$ cat src/rtl/lbk_alarm_pkg.sv
// Package: shared widths and alarm bit positions for the loopback/alarm block.
// Assumes: bit positions are fixed, because software decodes them.
package lbk_alarm_pkg;
    localparam int ALARM_W     = 8;
    localparam int BIT_PDU_LEN = 7;
    localparam int BIT_XFER    = 6;
    localparam int BIT_LCL_CHG = 5;
    localparam int BIT_RMT_CHG = 4;
    localparam int BIT_PARITY  = 3;
    localparam int BIT_FIB_OVF = 2;
    localparam int BIT_SOFT    = 1;
    localparam int BIT_HARD    = 0;
    localparam logic SEL_COUNT = 1'b0;
    localparam logic SEL_ALARM = 1'b1;
endpackage

$ cat src/rtl/lbk_sat_counter.sv
// Saturating clear-on-read event counter.
// Does: counts inc strobes, sticks at all-ones, clears on clr. An inc in the
//       same cycle as clr leaves the value at 1.
// Assumes: clr is a single-cycle strobe from the read port.
module lbk_sat_counter #(
    parameter int W = 8
) (
    input  logic         clk,
    input  logic         rst_n,
    input  logic         inc,
    input  logic         clr,
    output logic [W-1:0] cnt,
    output logic         changed
);
    localparam logic [W-1:0] MAX_VAL = {W{1'b1}};

    logic [W-1:0] base;

    // Purpose: the value left after an optional clear.
    always_comb base = clr ? '0 : cnt;

    // Purpose: flag an increment that actually moves the value.
    always_comb changed = inc && (base != MAX_VAL);

    // Purpose: counter register.
    always_ff @(posedge clk) begin
        if (!rst_n)       cnt <= '0;
        else if (changed) cnt <= base + 1'b1;
        else              cnt <= base;
    end

    AST_CNT_SATURATE: assert property (@(posedge clk) disable iff (!rst_n)
        (cnt == MAX_VAL && !clr) |=> cnt == MAX_VAL);
    AST_CNT_HOLD_IDLE: assert property (@(posedge clk) disable iff (!rst_n)
        (!inc && !clr) |=> $stable(cnt));
    AST_CNT_CLEAR: assert property (@(posedge clk) disable iff (!rst_n)
        (clr && !inc) |=> cnt == '0);
    AST_CNT_CLEAR_EVENT: assert property (@(posedge clk) disable iff (!rst_n)
        (clr && inc) |=> cnt == W'(1));
endmodule

$ cat src/rtl/alarm_set_decode.sv
// Alarm set-vector decode.
// Does: turns event strobes and level conditions into one set vector per
//       cycle, in the fixed bit order from lbk_alarm_pkg.
// Assumes: all inputs are synchronous to clk.
module alarm_set_decode
    import lbk_alarm_pkg::*;
#(
    parameter int PDU_W      = 8,
    parameter int PDU_MAX    = 64,
    parameter int FILL_W     = 8,
    parameter int HARD_LIMIT = 159,
    parameter int NQ         = 4,
    parameter int PHY_AW     = 5
) (
    input  logic               lcl_changed,
    input  logic               remote_cnt_chg,
    input  logic               parity_err,
    input  logic               phy_mode,
    input  logic               resume_stb,
    input  logic [PHY_AW-1:0]  resume_addr,
    input  logic [PHY_AW-1:0]  first_addr,
    input  logic [PDU_W-1:0]   pdu_len_cfg,
    input  logic               fib_ovf_try,
    input  logic [NQ-1:0]      soft_ovf_flags,
    input  logic               q_push,
    input  logic [FILL_W-1:0]  q_fill,
    output logic [ALARM_W-1:0] set_vec
);
    localparam logic [PDU_W-1:0]  PDU_LIM  = PDU_W'(PDU_MAX);
    localparam logic [FILL_W-1:0] FILL_LIM = FILL_W'(HARD_LIMIT);

    // Purpose: build the per-bit set conditions.
    always_comb begin
        set_vec              = '0;
        set_vec[BIT_PDU_LEN] = pdu_len_cfg > PDU_LIM;
        set_vec[BIT_XFER]    = phy_mode && resume_stb && (resume_addr != first_addr);
        set_vec[BIT_LCL_CHG] = lcl_changed;
        set_vec[BIT_RMT_CHG] = remote_cnt_chg;
        set_vec[BIT_PARITY]  = parity_err;
        set_vec[BIT_FIB_OVF] = fib_ovf_try;
        set_vec[BIT_SOFT]    = |soft_ovf_flags;
        set_vec[BIT_HARD]    = q_push && (q_fill >= FILL_LIM);
    end
endmodule

$ cat src/rtl/alarm_status_reg.sv
// Clear-on-read alarm register with masked interrupt.
// Does: ORs the set vector into the held bits, clears on clr (a set in the
//       same cycle wins), and registers the OR of the enabled bits as irq.
// Assumes: set_vec bits for level conditions are asserted every cycle.
module alarm_status_reg #(
    parameter int W = 8
) (
    input  logic         clk,
    input  logic         rst_n,
    input  logic [W-1:0] set_vec,
    input  logic         clr,
    input  logic [W-1:0] irq_en,
    output logic [W-1:0] alarm,
    output logic         irq
);
    logic [W-1:0] alarm_nxt;

    // Purpose: next alarm value after clear and new sets.
    always_comb alarm_nxt = (clr ? '0 : alarm) | set_vec;

    // Purpose: alarm and interrupt registers.
    always_ff @(posedge clk) begin
        if (!rst_n) begin
            alarm <= '0;
            irq   <= 1'b0;
        end else begin
            alarm <= alarm_nxt;
            irq   <= |(alarm_nxt & irq_en);
        end
    end

    AST_ALARM_STICKY: assert property (@(posedge clk) disable iff (!rst_n)
        !clr |=> ((alarm & $past(alarm)) == $past(alarm)));
    AST_ALARM_SET_KEPT: assert property (@(posedge clk) disable iff (!rst_n)
        1'b1 |=> ((alarm & $past(set_vec)) == $past(set_vec)));
    AST_IRQ_MASKED: assert property (@(posedge clk) disable iff (!rst_n)
        (irq_en == '0) |=> !irq);
endmodule

$ cat src/rtl/lbk_alarm_regs.sv
// Top: loopback cell counter plus alarm status register with a read port.
// Does: rd_en with rd_sel picks the counter (0) or the alarm register (1).
//       The old value appears on rd_data next cycle and the register clears.
// Assumes: one read per cycle; the counter width equals the alarm width.
module lbk_alarm_regs
    import lbk_alarm_pkg::*;
#(
    parameter int PDU_W      = 8,
    parameter int PDU_MAX    = 64,
    parameter int FILL_W     = 8,
    parameter int HARD_LIMIT = 159,
    parameter int NQ         = 4,
    parameter int PHY_AW     = 5
) (
    input  logic               clk,
    input  logic               rst_n,
    input  logic               rd_en,
    input  logic               rd_sel,
    output logic [ALARM_W-1:0] rd_data,
    input  logic               lbk_cell_out,
    input  logic               lbk_enable,
    input  logic               remote_cnt_chg,
    input  logic               parity_err,
    input  logic               phy_mode,
    input  logic               resume_stb,
    input  logic [PHY_AW-1:0]  resume_addr,
    input  logic [PHY_AW-1:0]  first_addr,
    input  logic [PDU_W-1:0]   pdu_len_cfg,
    input  logic               fib_ovf_try,
    input  logic [NQ-1:0]      soft_ovf_flags,
    input  logic               q_push,
    input  logic [FILL_W-1:0]  q_fill,
    input  logic [ALARM_W-1:0] irq_en,
    output logic               irq
);
    logic [ALARM_W-1:0] cnt;
    logic [ALARM_W-1:0] alarm;
    logic [ALARM_W-1:0] set_vec;
    logic               cnt_changed;
    logic               clr_cnt;
    logic               clr_alarm;
    logic               cnt_inc;

    // Purpose: decode read clears and the counter increment.
    always_comb begin
        clr_cnt   = rd_en && (rd_sel == SEL_COUNT);
        clr_alarm = rd_en && (rd_sel == SEL_ALARM);
        cnt_inc   = lbk_cell_out && lbk_enable;
    end

    lbk_sat_counter #(.W(ALARM_W)) u_cnt (
        .clk(clk), .rst_n(rst_n), .inc(cnt_inc), .clr(clr_cnt),
        .cnt(cnt), .changed(cnt_changed)
    );

    alarm_set_decode #(
        .PDU_W(PDU_W), .PDU_MAX(PDU_MAX), .FILL_W(FILL_W),
        .HARD_LIMIT(HARD_LIMIT), .NQ(NQ), .PHY_AW(PHY_AW)
    ) u_dec (
        .lcl_changed(cnt_changed), .remote_cnt_chg(remote_cnt_chg),
        .parity_err(parity_err), .phy_mode(phy_mode), .resume_stb(resume_stb),
        .resume_addr(resume_addr), .first_addr(first_addr),
        .pdu_len_cfg(pdu_len_cfg), .fib_ovf_try(fib_ovf_try),
        .soft_ovf_flags(soft_ovf_flags), .q_push(q_push), .q_fill(q_fill),
        .set_vec(set_vec)
    );

    alarm_status_reg #(.W(ALARM_W)) u_alm (
        .clk(clk), .rst_n(rst_n), .set_vec(set_vec), .clr(clr_alarm),
        .irq_en(irq_en), .alarm(alarm), .irq(irq)
    );

    // Purpose: registered read data, held between reads.
    always_ff @(posedge clk) begin
        if (!rst_n)     rd_data <= '0;
        else if (rd_en) rd_data <= (rd_sel == SEL_ALARM) ? alarm : cnt;
    end

    AST_RD_HOLD: assert property (@(posedge clk) disable iff (!rst_n)
        !rd_en |=> $stable(rd_data));
    AST_LCL_CHG_FLAG: assert property (@(posedge clk) disable iff (!rst_n)
        (cnt != $past(cnt) && cnt != '0) |-> alarm[BIT_LCL_CHG]);
    AST_XFER_NEEDS_PHY: assert property (@(posedge clk) disable iff (!rst_n)
        (!phy_mode && clr_alarm) |=> !alarm[BIT_XFER]);
endmodule

$ cat config.mk
export PLATFORM = sky130hd
export DESIGN_NAME = lbk_alarm_regs
export DESIGN_NICKNAME = d
export VERILOG_FILES = /design/src/rtl/lbk_alarm_pkg.sv /design/src/rtl/lbk_sat_counter.sv /design/src/rtl/alarm_set_decode.sv /design/src/rtl/alarm_status_reg.sv /design/src/rtl/lbk_alarm_regs.sv
export SDC_FILE = /design/constraint.sdc
export NUM_CORES = 1
export LEC_CHECK = 0
export BUFFER_PORTS_ARGS = -buffer_cell sky130_fd_sc_hd__buf_2
export CAP_MARGIN = 40
export CORE_AREA = 2 2 57 54
export CTS_CLUSTER_DIAMETER = 80
export DETAILED_ROUTE_END_ITERATION = 10
export DIE_AREA = 0 0 59 56
export MAX_ROUTING_LAYER = met4
export PLACE_DENSITY_LB_ADDON = 0.3
export SYNTH_ARGS = -nofsm -noshare
export SYNTH_HDL_FRONTEND = slang
export SYNTH_SLANG_ARGS = --single-unit
$ cat constraint.sdc
create_clock -name clk -period 3.4 [get_ports clk]
set_input_delay 0.68 -clock clk [delete_from_list [all_inputs] [get_ports clk]]
set_output_delay 0.68 -clock clk [all_outputs]
set_load 0.005 [all_outputs]
==> results of run 1 <==
## metal layers
layer  vias up  wire (um)
li1        624          -
met1       567       1337
met2        46       1561
met3         6        214
met4         0         47
met5         -          0
## placed cells by master, fill, tap and decap left out, drive strengths merged, types with 2 or more instances in the layout
cell / n
nor2: 12
a21oi: 6
inv: 2
mux2i: 9
xnor2: 5
xor2: 4
and3: 2
nor4: 2
clkbuf: 3
nand4: 3
nand3: 7
nand2: 16
and2: 3
nor2b: 4
o22ai: 2
o211a: 3
a22oi: 2
a21boi: 2
buf: 58
a211oi: 8
nor3: 2
dfxtp: 25
## metrics by stage
stage | hold WS, ns | setup WS (ns) | utilization (%) | power (mW) | cell area [sq um]
final | 0.4911 | 0.8724 | 59.70 | 0.5478 | 1587
after global routing | 0.5240 | 0.6466 | 59.70 | 0.5813 | 1587
after CTS | 0.4931 | 0.8812 | 59.70 | 0.5546 | 1587
after detailed placement | 0.4712 | 0.5365 | 58.66 | 0.4244 | 1559
after global placement | 0.4611 | 0.6538 | 58.66 | 0.4212 | 1559
after floorplan | 0.4507 | 0.9843 | - | 0.3786 | 1272
## sequential cells by signal, summed over array words and instances (netlist names)
| register | count |
|---|---|
| rd_data | 8 |
| u_alm.alarm | 8 |
| u_alm.irq | 1 |
| u_cnt.cnt | 8 |
## layout make-up
type                    instances  area (sq um)  share of cell area (%)
flip-flops and latches         25         500.5                   31.55
clock inverters                 1         5.005                  0.3155
inverters                       2         7.507                  0.4732
clock buffers                   3         22.52                   1.420
well taps                      30         37.54                   2.366
repair buffers                 58         290.3                   18.30
multi-input cells             107         723.2                   45.58
## power by group
part,internal (mW),switching [mW]
logic,0.0528,0.0469
registers,0.308,0.00995
clock network,0.0441,0.0862
total,0.405,0.143
## final timing paths
kind | to | slack [ns]
max | u_alm.irq | 0.87
min | rd_data[2] | 0.49
max reg2reg | u_alm.irq | 1.30
min reg2reg | rd_data[2] | 0.49
## worst max-delay path, stage by stage
cell,delay [ns]
buf_2,0.27
nand2b_2,0.25
and2_1,0.18
ha_1,0.21
nand4_1,0.15
o21bai_2,0.30
a2bb2o_1,0.31
or4_1,0.38
## cells by family after synthesis
kind of cell / after synthesis / share of synthesized area, %
adders and majority gates: 1 / 0.9831
xor gates and xnor gates: 9 / 6.194
DFF: 25 / 39.33
and+or+nand+nor: 54 / 21.34
AOI/OAI and AO/OA: 34 / 21.24
buffers and inverters: 7 / 3.834
muxes: 9 / 7.080
==> impl_results.md, run 1 <==
* Status: complete, no violations
* TritonCTS clock tree: done
* Post-Syn Nets at 190
* Final Wtd Congestion at 0.9469
* Fmax at 0.3956 GHz
* Worst Hold Class: reg2reg
* Area contributors post-synth: dfxtp_1 (39%), mux2i_1 (7.1%), a211oi_1 (4.7%)
* Worst Max-Slew Pin Slew at 0.6996 ns
* Drt first-iter violations at 69
* Critical-path maximum fanout at 11
* Critical Path Source Type: input pin
* # clock sinks at 25
* Post-synth top area cell: dfxtp_1
* Post-synthesis register bit count at 25
* Area Growth Syn to Fin at 24.68%
* Worst R2R Path Depth at 6
* Initial antenna violation count at 0
* Cells after Synth at 139
* Crit Path Class: in2reg
* Chip Height at 56 um
* VDD IR max at 0.2657 mV
* Synth cell count leaders: dfxtp_1 (25), nand2_1 (14), nor2_1 (12)
* WP data arrival at 2.74 ns
* Detailed placement HPWL at 2.524 mm
* Vias/cell at 5.500
* Grt met1 use at 24.07%
* Antenna cells at 0
* Drt wl/cell at 13.98 um
* Post-Route Setup TNS at 0 ns
* Post-synthesis cell area at 0.001272 sq mm
* Most common cell in the netlist: dfxtp_1
* Vias in the first global route at 1292
* Gr ovfl total at 0
* Die area at 0.003304 sq mm
* Vias at 1243
* GR Layer Usage met3 at 5.349%
* Die Wd at 59 um
* Final hold vios at 0
* Unrepaired setup endpoints after global routing: false
* Share of the synthesized area in the top cell type at 39.33%
* Antenna viol nets, final at 0
* Min Tclk post-route at 2.528 ns
* Worst r2r src: u_cnt.cnt[0]
* GR met2 Demand/Resource at 35.08%
* Core Region at 0.002658 sq mm
* Syn avg cell area at 9.154 sq um
* Static leakage at 0.7430 nW
* Clock Skew at 0.007328 ns
* Initial Util at 47.88%
* Largest net degree at the start of global routing at 20
* Synth cell types at 41
* First-pass DRT Iterations at 4
* Number of placement rows at 18
* Worst skew pair latency at 0.32 ns
* Worst Hold Launch: rd_data[2]
* Root Driver: clkbuf_4
* H-tree levels at 1
* Post-Layout Cell Count at 226
* IO Pins at 59
* Ys Warns at 0
* Period utilization at 74.34%
* Critical path origin: rd_sel
* # port buffers at 58
* Aggregate routed wire length at 3.159 mm
* CP endpoint kind: register
* Cts bufs inserted at 3
* Final setup vio count at 0
* DRC violations left at 0
* Max cap viols at 0
* Fillers at 254
* # Post-CTS Setup Buffers at 0
* Sequential area share after synthesis at 39.33%
* Post-synth EDFFs at 0
* Share of cells above drive strength 1 at 35.71%
* First-pass GRT wire length at 5.313 mm
* Clock-pin transition on the worst setup and hold timing paths at 0.13 ns
* Fraction of synthesis flops using an asynchronous set or reset pin at 0%
* Max clock buf depth at 2
* Slew headroom at 52.15%
* Worst endpoint required time at 3.62 ns
* GRT Util Overall at 21.06%
* Inst Count DP at 222
* GR peak layer: met2
* Synth Flop Type: dfxtp_1
* PwrDens at 345.3 mW/mm^2
* Post-CTS sizing at 0
* Final net count at 248
* Hold_buf cts at 0
* Hold depth at 2
* Max-slew violations at 0
Note: power is estimated with default switching activity, not from simulation.
==> run 2, diff against run 1 <==
--- a/config.mk
+++ b/config.mk
@@ -7,10 +7,10 @@
 export LEC_CHECK = 0
 export BUFFER_PORTS_ARGS = -buffer_cell sky130_fd_sc_hd__buf_2
 export CAP_MARGIN = 40
-export CORE_AREA = 2 2 57 54
+export CORE_AREA = 2 2 59 55
 export CTS_CLUSTER_DIAMETER = 80
 export DETAILED_ROUTE_END_ITERATION = 10
-export DIE_AREA = 0 0 59 56
+export DIE_AREA = 0 0 61 57
 export MAX_ROUTING_LAYER = met4
 export PLACE_DENSITY_LB_ADDON = 0.3
 export SYNTH_ARGS = -nofsm -noshare
==> constraint.sdc (replaced) <==
create_clock -name clk -period 2.55 [get_ports clk]
set_input_delay 0.51 -clock clk [delete_from_list [all_inputs] [get_ports clk]]
set_output_delay 0.51 -clock clk [all_outputs]
set_load 0.005 [all_outputs]
==> run 2 against run 1 <==
  * Routed wire length down 2.3%
  * Power is 33% higher
  * Non-clock buffer count increased by 4
  * Design area increased by 2.8%
  * First-iteration DRC count is 26% lower
  * Utilization fell by 3.9 points
  * Hold slack worse by 0.048 ns
  * Die area rose by 5.2%
  * Global-route usage shrank 2.6 points
  * Clock skew fell by 0.0049 ns
  * Critical path depth unchanged
==> impl_results.md, run 2 (synthesized netlist as in run 1, its figures left out) <==
* Share of cells above drive strength 1 at 36.50%
* Area of the multi-input gates at 723.2 sq um
* Die area at 0.003477 sq mm
* Worst endpoint required time at 2.75 ns
* Worst Max-Slew Pin Slew at 0.3990 ns
* Area Growth Syn to Fin at 28.12%
* PwrDens at 447.1 mW/mm^2
* Max cap viols at 0
* Initial Util at 43.52%
* Final net count at 252
* IO Pins at 59
* Chip Height at 57 um
* Final setup vio count at 0
* Fillers at 283
* Cts bufs inserted at 3
* Largest net degree at the start of global routing at 19
* Vias in the first global route at 1160
* Core Region at 0.002924 sq mm
* Max clock buf depth at 2
* Number of placement rows at 19
* Worst skew pair latency at 0.31 ns
* Critical Path Source Type: input pin
* Core Util, Final at 55.76%
* Die Wd at 61 um
* Final hold vios at 0
* Vias/cell at 5.260
* Sequential Area at 500.5 sq um
* Hold_buf cts at 0
* Clock Skew at 0.002464 ns
* VDD IR max at 0.3130 mV
* WP data arrival at 2.12 ns
* GRT Util Overall at 18.45%
* Period utilization at 75.57%
* Gr ovfl total at 0
* # port buffers at 58
* Clock-pin transition on the worst setup and hold timing paths at 0.12 ns
* # Post-CTS Setup Buffers at 0
* Commonest non-fill, non-tap cell in the layout: buf_2
* Slew headroom at 72.71%
* Antenna viol nets, final at 0
* Unrepaired setup endpoints after global routing: false
* Final Worst Setup Slack at 0.6230 ns
* DRC violations left at 0
* Pre-CTS setup slack at 0.2960 ns
* Final Wtd Congestion at 0.9447
* Drt first-iter violations at 51
* Crit Path Class: in2reg
* H-tree levels at 1
* Static leakage at 0.7598 nW
* First-pass DRT Iterations at 4
* Drt wl/cell at 12.75 um
* Max-slew violations at 0
* Root Driver: clkbuf_4
* # clock sinks at 25
* Post-CTS sizing at 0
* Detailed placement HPWL at 2.494 mm
* Fmax at 0.5189 GHz
* TritonCTS clock tree: done
* Most frequent cells in the layout: buf_2 (58), dfxtp_1 (25), nand2_1 (14), nor2_1 (12), mux2i_1 (9)
* Initial antenna violation count at 0
* Post-Route Setup TNS at 0 ns
* Critical-path maximum fanout at 7
* Min Tclk post-route at 1.927 ns
* First-pass GRT wire length at 4.767 mm
* CP endpoint kind: register
* Status: complete, no violations
* Worst Hold Class: in2reg
* Antenna cells at 0
* Aggregate routed wire length at 3.086 mm
* Largest registers: rd_data (8), u_alm.alarm (8), u_cnt.cnt (8)
* Vias at 1273
run 2: final timing paths:
| check | start | to | slack (ns) | cells after the start |
|---|---|---|---|---|
| hold / removal | pdu_len_cfg[6] | u_alm.alarm[7] | 0.44 | 3 |
| setup / recovery | rd_sel | u_alm.irq | 0.62 | 8 |
| hold reg to reg | u_alm.alarm[1] | u_alm.alarm[1] | 0.49 | 2 |
| setup reg to reg | u_cnt.cnt[0] | u_alm.irq | 0.66 | 6 |
run 2: report_power, final:
group,leakage (nW),internal [mW],total [mW],switching [mW]
Sequential,0.206,0.410,0.424,0.0132
Combinational,0.539,0.0734,0.137,0.0633
Clock,0.0150,0.0610,0.169,0.108
run 2: area by class of cell:
| class | instances | share of cell area, % |
|---|---|---|
| Inverter | 2 | 0.4605 |
| Timing Repair Buffer | 62 | 19.65 |
| Sequential cell | 25 | 30.70 |
| Tap cell | 42 | 3.223 |
| Clock buffer | 4 | 1.612 |
| Multi-Input combinational cell | 107 | 44.36 |
run 2: critical path, stage by stage:
cell      delay [ns]
buf_2           0.09
nand2b_2        0.18
and2_1          0.18
ha_1            0.20
nand4_1         0.14
o21bai_2        0.15
a2bb2o_1        0.29
or4_1           0.39
run 2: metrics by stage:
step,instances,area [sq um],power [mW],hold slack (ns)
after floorplan,139,1272,0.5048,0.4507
after global placement,238,1604,0.5641,0.4616
after detailed placement,238,1604,0.5697,0.4762
after CTS,242,1630,0.7389,0.4302
after global routing,242,1630,0.7695,0.4412
final,242,1630,0.7290,0.4427
run 2: layer usage:
| layer | vias to the layer above | GRT usage, % | routed length (um) |
|---|---|---|---|
| met2 | 47 | 30.41 | 1556 |
| met4 | 0 | 5.901 | 13 |
| li1 | 634 | - | - |
| met1 | 590 | 21.56 | 1341 |
| met5 | - | - | 0 |
| met3 | 2 | 4.989 | 175 |
==> run 3, diff against run 2 <==
--- a/config.mk
+++ b/config.mk
@@ -5,12 +5,13 @@
 export SDC_FILE = /design/constraint.sdc
 export NUM_CORES = 1
 export LEC_CHECK = 0
+export ABC_AREA = 1
 export BUFFER_PORTS_ARGS = -buffer_cell sky130_fd_sc_hd__buf_2
 export CAP_MARGIN = 40
-export CORE_AREA = 2 2 59 55
+export CORE_AREA = 2 2 64 60
 export CTS_CLUSTER_DIAMETER = 80
 export DETAILED_ROUTE_END_ITERATION = 10
-export DIE_AREA = 0 0 61 57
+export DIE_AREA = 0 0 66 62
 export MAX_ROUTING_LAYER = met4
 export PLACE_DENSITY_LB_ADDON = 0.3
 export SYNTH_ARGS = -nofsm -noshare
==> constraint.sdc (replaced) <==
create_clock -name clk -period 1.5 [get_ports clk]
set_input_delay 0.3 -clock clk [delete_from_list [all_inputs] [get_ports clk]]
set_output_delay 0.3 -clock clk [all_outputs]
set_load 0.005 [all_outputs]
==> run 3 against run 2 <==
  * Routed wire length grew 5.9%
  * Flip-flop and latch count is the same
  * Power grew 85%
  * Area after synthesis grew 9.8%
  * Clock skew grew 0.0023 ns
  * Worst setup slack lost 0.49 ns
  * Non-clock buffer count grew 8
  * Utilization shrank 0.85 points
  * Cell count grew 43%
  * Critical path type is now reg2reg
==> impl_results.md, run 3 <==
* Status: complete, no violations
* Worst endpoint required time at 1.65 ns
* Worst Hold Class: in2reg
* Drt wl/cell at 9.442 um
* Cts bufs inserted at 3
* Detailed placement HPWL at 2.573 mm
* IO Pins at 59
* # Post-CTS Setup Buffers at 0
* Die area at 0.004092 sq mm
* Initial antenna violation count at 0
* Unrepaired setup endpoints after global routing: false
* Max clock buf depth at 2
* GRT Util Overall at 17.62%
* Worst skew pair latency at 0.27 ns
* Antenna cells at 0
* # port buffers at 58
* Synth cell count leaders: nand2_1 (88), inv_1 (34), dfxtp_1 (25)
* CP endpoint kind: register
* Share of cells above drive strength 1 at 31.33%
* Root Driver: clkbuf_8
* Period utilization at 91.41%
* Aggregate routed wire length at 3.267 mm
* First-pass DRT Iterations at 4
* Syn avg cell area at 6.103 sq um
* Drt first-iter violations at 64
* Vias at 1535
* Cells after Synth at 229
* Gr ovfl total at 0
* Initial Util at 39.69%
* Post-synthesis cell area at 0.001398 sq mm
* Fraction of synthesis flops using an asynchronous set or reset pin at 0%
* Max cap viols at 0
* Synth cell types at 25
* First-pass GRT wire length at 5.423 mm
* Final hold vios at 0
* Ys Warns at 0
* Fmax at 0.7293 GHz
* Post-Syn Nets at 280
* Share of the synthesized area in the top cell type at 35.81%
* H-tree levels at 1
* WP data arrival at 1.52 ns
* Area contributors post-synth: dfxtp_1 (36%), nand2_1 (24%), inv_1 (9.1%)
* Hold_buf cts at 0
* Final Wtd Congestion at 0.7976
* Most common cell on crit path: nor2_4
* Number of placement rows at 21
* Final net count at 352
* WHS at 0.2426 ns
* PwrDens at 698.0 mW/mm^2
* Vias/cell at 4.436
* Largest net degree at the start of global routing at 18
* Final setup vio count at 0
* Worst-path cell chain: inv_2 > nor2_4 > ha_4 > nand2_2 > nor2_4 > nand3_4 > nand2_4 > inv_1 > nand2_1 > a21oi_1
* Slowest Stage Delay on Critical Path at 0.35 ns
* Most frequent cells in the layout: nand2_1 (87), buf_2 (58), inv_1 (31), dfxtp_1 (23), nor2_1 (20)
* Synth Flop Type: dfxtp_1
* Post-synth top area cell: dfxtp_1
* Buf/Inv on CP at 2
* Min Tclk post-route at 1.371 ns
* Post-Route Setup TNS at 0 ns
* CP delay by family, top: simple AND/OR/NAND/NOR gates
* Clock Skew at 0.004808 ns
* Most common cell in the netlist: nand2_1
* Max-slew violations at 0
* Crit path max-delay cell type: dfxtp_2
* DRC violations left at 0
* Fillers at 368
* Post-DP Area at 0.001851 sq mm
* Crit Path Class: reg2reg
* Critical Path Source Type: register
* Critical-path maximum fanout at 6
* # clock sinks at 25
* Vias in the first global route at 1335
* Clock-pin transition on the worst setup and hold timing paths at 0.09 ns
* Post-synthesis register bit count at 25
* Slew headroom at 80.86%
* Die Wd at 66 um
* Antenna viol nets, final at 0
* Core Region at 0.003521 sq mm
* Design area at 0.001933 sq mm
* Static leakage at 1.047 nW
* Largest registers: rd_data (8), u_alm.alarm (8), u_cnt.cnt (8)
* Commonest non-fill, non-tap cell in the layout: nand2_1
* Sequential area share after synthesis at 35.81%
* Post-synth EDFFs at 0
* VDD IR max at 0.4863 mV
* Worst Max-Slew Pin Slew at 0.2853 ns
* Area Growth Syn to Fin at 38.32%
* Chip Height at 62 um
* TritonCTS clock tree: done
[run 3: area by class of cell]
type                       instances  area, sq um  area share, %
clock inverter                     1        5.005         0.2589
tap                               46        57.56          2.977
timing repair buffer              70        380.4          19.68
sequential                        25        503.0          26.02
multi-input combinational        165        790.8          40.91
clock buffer                       3        41.29          2.136
inverter                          36        155.1          8.026
[run 3: cell families after synthesis]
family	after synthesis	synth area share (%)
compound gates	21	8.146
xor+xnor	2	1.254
fa+ha+maj	1	0.8951
buf+inv	40	11.82
flops	25	35.81
simple gates	140	42.08
[run 3: worst reg2reg max path: stages (launching register included)]
cell     delay [ns]
dfxtp_2        0.35
inv_2          0.05
nor2_4         0.12
ha_4           0.14
nand2_2        0.06
nor2_4         0.12
nand3_4        0.11
nand2_4        0.10
inv_1          0.07
nand2_1        0.06
a21oi_1        0.06
[run 3: where the power goes]
| group | leakage (nW) | switching (mW) | internal, mW |
|---|---|---|---|
| Sequential | 0.206 | 0.0130 | 0.692 |
| Combinational | 0.816 | 0.132 | 0.119 |
| Clock | 0.0255 | 0.209 | 0.186 |
| Total | 1.05 | 0.353 | 0.996 |
[run 3: final timing paths]
path	endpoint	slack, ns	depth (start not counted)	from
max	u_cnt.cnt[7]	0.13	10	u_cnt.cnt[1]
min	u_alm.irq	0.24	3	irq_en[5]
max reg2reg	u_cnt.cnt[7]	0.13	10	u_cnt.cnt[1]
min reg2reg	u_alm.alarm[0]	0.50	2	u_alm.alarm[0]
[run 3: timing repair]
action / in CTS / in global routing
pin swaps: 3 / 7
setup endpoints to repair: 6 / 9
resized for setup: 3 / 8
cloned: 0 / 1
[run 3: routing by layer]
layer | track usage, % | part of all wire [%]
met1 | 20.20 | 48
met2 | 32.03 | 46
met3 | 4.324 | 5.6
met4 | 3.207 | 0.58
met5 | - | 0
[run 3: per-stage QoR]
step	setup WS [ns]	util (%)	std cells	power, mW
2_1_floorplan	-0.08239	-	229	0.8502
3_3_place_gp	-0.1980	52.56	342	0.9574
3_5_place_dp	-0.2517	52.56	342	0.9625
4_1_cts	0.003855	54.16	346	1.357
5_1_grt	0.02437	54.90	346	1.415
6_report	0.1288	54.90	346	1.349
